[src/rtl/tick_timer64.sv]
module tick_timer64 #(
  parameter int DIV_W = 16
) (
  input  logic        clk,
  input  logic        rst_n,
  input  logic        bus_wr,
  input  logic [5:0]  bus_addr,
  input  logic [31:0] bus_wdata,
  output logic [31:0] bus_rdata,
  output logic        irq,
  output logic        wdt_rst
);
  localparam int N_CMP = 6;
  localparam int WD_CH = N_CMP - 1;
  localparam logic [5:0] A_CLO = 6'h00, A_CHI = 6'h04, A_CMP0 = 6'h08,
                         A_STAT = 6'h20, A_IEN = 6'h24, A_WDEN = 6'h28,
                         A_DIV = 6'h2C, A_SNAP = 6'h30, A_SLO = 6'h34, A_SHI = 6'h38;

  logic [63:0]                  cnt, lat;
  logic [N_CMP-1:0][31:0]       cmp;
  logic [N_CMP-1:0]             st, ien, match;
  logic                         wden, wd_q;
  logic [DIV_W-1:0]             div;
  logic [DIV_W:0]               ph;

  wire w_lo   = bus_wr && bus_addr == A_CLO;
  wire w_hi   = bus_wr && bus_addr == A_CHI;
  wire w_st   = bus_wr && bus_addr == A_STAT;
  wire w_snap = bus_wr && bus_addr == A_SNAP && bus_wdata[0];
  wire tick   = ph == {div, 1'b1};

  for (genvar i = 0; i < N_CMP; i++) begin : g_cmp
    assign match[i] = cnt[31:0] == cmp[i];
  end

  assign irq = |(st & ien);

  always_ff @(posedge clk) begin
    if (!rst_n) begin
      cnt <= '0; ph <= '0; lat <= '0; cmp <= '0; st <= '0;
      ien <= '0; wden <= 1'b0; div <= '0; wd_q <= 1'b0; wdt_rst <= 1'b0;
    end else begin
      if (w_lo || w_hi) begin
        ph <= '0;
        if (w_lo) cnt[31:0]  <= bus_wdata;
        if (w_hi) cnt[63:32] <= bus_wdata;
      end else if (tick) begin
        ph  <= '0;
        cnt <= cnt + 64'd1;
      end else begin
        ph <= ph + 1'b1;
      end
      if (w_snap) lat <= cnt;
      for (int i = 0; i < N_CMP; i++)
        if (bus_wr && bus_addr == A_CMP0 + 6'(4 * i)) cmp[i] <= bus_wdata;
      st <= (st & ~(w_st ? bus_wdata[N_CMP-1:0] : '0)) | match;
      if (bus_wr && bus_addr == A_IEN)  ien  <= bus_wdata[N_CMP-1:0];
      if (bus_wr && bus_addr == A_WDEN) wden <= bus_wdata[0];
      if (bus_wr && bus_addr == A_DIV)  div  <= bus_wdata[DIV_W-1:0];
      wd_q    <= match[WD_CH];
      wdt_rst <= wden && match[WD_CH] && !wd_q;
    end
  end

  always_comb begin
    bus_rdata = '0;
    case (bus_addr)
      A_CLO:  bus_rdata = cnt[31:0];
      A_CHI:  bus_rdata = cnt[63:32];
      A_STAT: bus_rdata = 32'(st);
      A_IEN:  bus_rdata = 32'(ien);
      A_WDEN: bus_rdata = {31'd0, wden};
      A_DIV:  bus_rdata = 32'(div);
      A_SLO:  bus_rdata = lat[31:0];
      A_SHI:  bus_rdata = lat[63:32];
      default: ;
    endcase
    for (int i = 0; i < N_CMP; i++)
      if (bus_addr == A_CMP0 + 6'(4 * i)) bus_rdata = cmp[i];
  end
endmodule

[config.mk]
export PLATFORM = sky130hd
export DESIGN_NAME = tick_timer64
export DESIGN_NICKNAME = d
export VERILOG_FILES = /design/src/rtl/tick_timer64.sv
export SDC_FILE = /design/constraint.sdc
export NUM_CORES = 1
export LEC_CHECK = 0
export BUFFER_PORTS_ARGS = -buffer_cell sky130_fd_sc_hd__clkbuf_2
export CAP_MARGIN = 20
export CORE_ASPECT_RATIO = 1.75
export CORE_MARGIN = 4
export CORE_UTILIZATION = 40
export CTS_CLUSTER_DIAMETER = 80
export CTS_CLUSTER_SIZE = 28
export DETAILED_ROUTE_END_ITERATION = 10
export GPL_TIMING_DRIVEN = 0
export RECOVER_POWER = 25
export SLEW_MARGIN = 20
export SYNTH_ARGS = -nofsm -noshare
export SYNTH_HDL_FRONTEND = slang
export SYNTH_SLANG_ARGS = --single-unit
[constraint.sdc]
create_clock -name clk -period 4.9 [get_ports clk]
set_clock_uncertainty 0.15 [all_clocks]
set_input_delay 0.245 -clock clk [delete_from_list [all_inputs] [get_ports clk]]
set_output_delay 0.245 -clock clk [all_outputs]
set_load 0.01 [all_outputs]
==> results.md <==
* DP Worst Slack at 1.11 ns
* DRT antenna net count at 0
* Switching Power at 1.85 mW
* Register bit total from synthesis at 368
* GP Congestion at 1.08
* CTS Buf Count at 19
* Clk sinks at 368
* Sw frac at 0.315
* I/O Pins at 75
* Seq/Total Area, Yosys at 0.367
* Most common cell in the netlist: nand2_1
* Nets at 2,825
* Post-synth EDFFs at 0
* Worst-Skew Late Latency at 0.61 ns
* Initial core utilization at 0.405
* Max Cap Viol at 0
* Final Worst Setup Slack at 0.454 ns
* Inst Count DP at 3,401
* Die width at 177 um
* Postcts setup bufs at 0
* Worst Tran Pin Value at 1.25 ns
* Synth top area cells: dfxtp_1 (37%), nand2_1 (13%), a21oi_1 (9.2%), xnor2_1 (8.7%), clkbuf_1 (3.1%)
* Internal cell power at 4.01 mW
* Routed Wire Length at 115,000 um
* Nature of the critical path endpoint: output pin
* Largest net degree at the start of global routing at 29
* TNS Setup at 0 ns
* Cells after Synth at 2,690
* CTS root buf: clkbuf_16
* Hold WS at 0.0318 ns
* Unrepaired setup endpoints after global routing: no
* CP Class: input pin to output pin
* Pins over their slew limit at 0
* Post-CTS sizing at 0
* Layout cells sized above 1 at 0.0659
* Clock-pin slew on the worst setup and hold paths at 0.11 ns
* Max IR drop VDD at 0.244 mV
* Post-route DRC violation count at 0
* HP Class: input pin to flop
* Routed length per instance at 33.3 um
* Syn. warnings at 0
* First DRT Iteration DRCs at 2,611
* Area occupied by registers at 7370 sq um
* H-tree Lvls at 1
* Crit path launch type: input pin
* Clock network fraction of total power at 0.350
* Outcome: finished, final reports clean
* GRT Overall Usage at 0.410
* Tmin final at 4.45 ns
* Netlist Area Pre-Place at 20,100 sq um
* Arr. time, crit path at 4.05 ns
* Logic gate share of total power at 0.127
* Drt pass-1 iters at 11
* Worst slew margin at 0.159
* Synth top area share at 0.367
* Finished Cell Area at 22,000 sq um
* Mean Syn Cell Area at 7.47 sq um
* Post-DP Area at 21,200 sq um
* Final period utilization at 0.907
* Vias/cell at 6.41
* Leakage at 6.93 nW
* Initial antenna violation count at 2
* Multi-input gate area at 11,600 sq um
* CTS tree: yes
* Number of global-route vias before repair at 21,400
* Final hold vios at 0
* Final setup vio count at 0
* Worst Path Required at 4.51 ns
* Clock buffer depth at 3
* Power Density at 266 nW/um^2
* Post-synth top flop: dfxtp_1
* Netlist cell types at 80
* Die area at 54,000 sq um
* Core region area at 49,600 sq um
* Die Y-Extent at 304 um
* Seq pwr share at 0.523
* Grt ovf at 0
* Layout area overhead at 9.54%
* First-pass GRT wire length at 158,000 um
* Net Count, Synth at 2,733
* Cell taking the most area after synthesis: dfxtp_1
* Async SR Flop Fraction at 0
* Post-synth top cells: nand2_1 (687), a21oi_1 (370), dfxtp_1 (368)
* DP HPWL at 89,800 um
* Max FO, Critical Path at 10
* Fill cells at 5,266
* Final Util at 0.444
* Max frequency at 225 MHz
* Row cnt at 108
* Final total power at 5.86 mW
* Post-Layout Cell Count at 3,453
* Port Buffers at 50
* Via Count at 22,100
-- critical path: stages --
cell      delay (ns)
clkbuf_1        0.14
clkbuf_1        0.24
nor2b_1         0.95
and2_0          0.23
clkbuf_1        0.26
clkbuf_1        0.64
a221oi_1        0.23
o21ai_0         0.19
o221ai_1        0.23
a22oi_1         0.45
clkbuf_2        0.23
-- cell usage in the layout, fill, tap and decap left out, drive strengths merged, types with 31 or more instances in the layout --
master  instances
dfxtp         368
a31oi          31
xnor2         199
nand3          44
mux2i          32
a21oi         370
nand2         687
buf            83
nand4          72
clkbuf        242
a22oi          52
o21ai          72
nor2          135
-- cell type report --
cell class	instances	area share
tap	660	0.0375
buffer	254	0.0482
multi-input combinational	2050	0.528
sequential	368	0.335
clock inverter	11	0.00631
clock buffer	19	0.0216
timing repair buffer	71	0.0206
antenna	2	0.000228
inverter	18	0.00307
-- registers in the layout (all words and copies together) (netlist names) --
| name | flops |
|---|---|
| st | 6 |
| cnt | 64 |
| ien | 6 |
| wden | 1 |
| wdt_rst | 1 |
| ph | 17 |
| wd_q | 1 |
| div | 16 |
| lat | 64 |
| cmp | 192 |
-- final timing paths --
path | slack [ns] | depth (start not counted) | start | end
worst max-delay path | 0.45 | 11 | bus_addr[3] | bus_rdata[20]
worst min-delay path | 0.03 | 3 | bus_wdata[23] | cmp[151]
worst max register to register | 1.54 | 8 | cnt[0] | cnt[52]
worst min register to register | 0.31 | 2 | lat[57] | lat[57]
-- power by group through the flow --
stage               registers [mW]  logic, mW  clock network (mW)
global placement              3.13      0.693                   0
detailed placement            3.13      0.699                   0
CTS                           3.06      0.713                2.03
finish                        3.07      0.741                2.05
global route                  3.07      0.752                2.13
floorplan                     3.11      0.371                   0
-- timing repair --
action,CTS,global route
hold buffers,19,0
setup endpoints to repair,0,0
hold endpoints to repair,114,0
-- per-layer routing --
layer | track usage | wire (um) | share of wire | vias to the layer above
met5 | 0 | 0 | 0 | -
met4 | 0.416 | 15100 | 0.13 | 0
met3 | 0.0672 | 8680 | 0.076 | 571
met2 | 0.686 | 54100 | 0.47 | 1462
met1 | 0.415 | 36900 | 0.32 | 10500
li1 | - | - | - | 9579
-- logic make-up (layout without fill, tap and decap cells) --
group	after synthesis	count (layout)	synth area share
muxes	39	39	0.0204
and+or+nand+nor	1075	1075	0.237
buffers and inverters	272	373	0.0562
DFF	368	368	0.367
other	0	2	0
xor gates and xnor gates	224	224	0.0977
adders and majority gates	2	2	0.00125
AOI/OAI and AO/OA	710	710	0.221
Note: power is estimated with default switching activity, not from simulation.
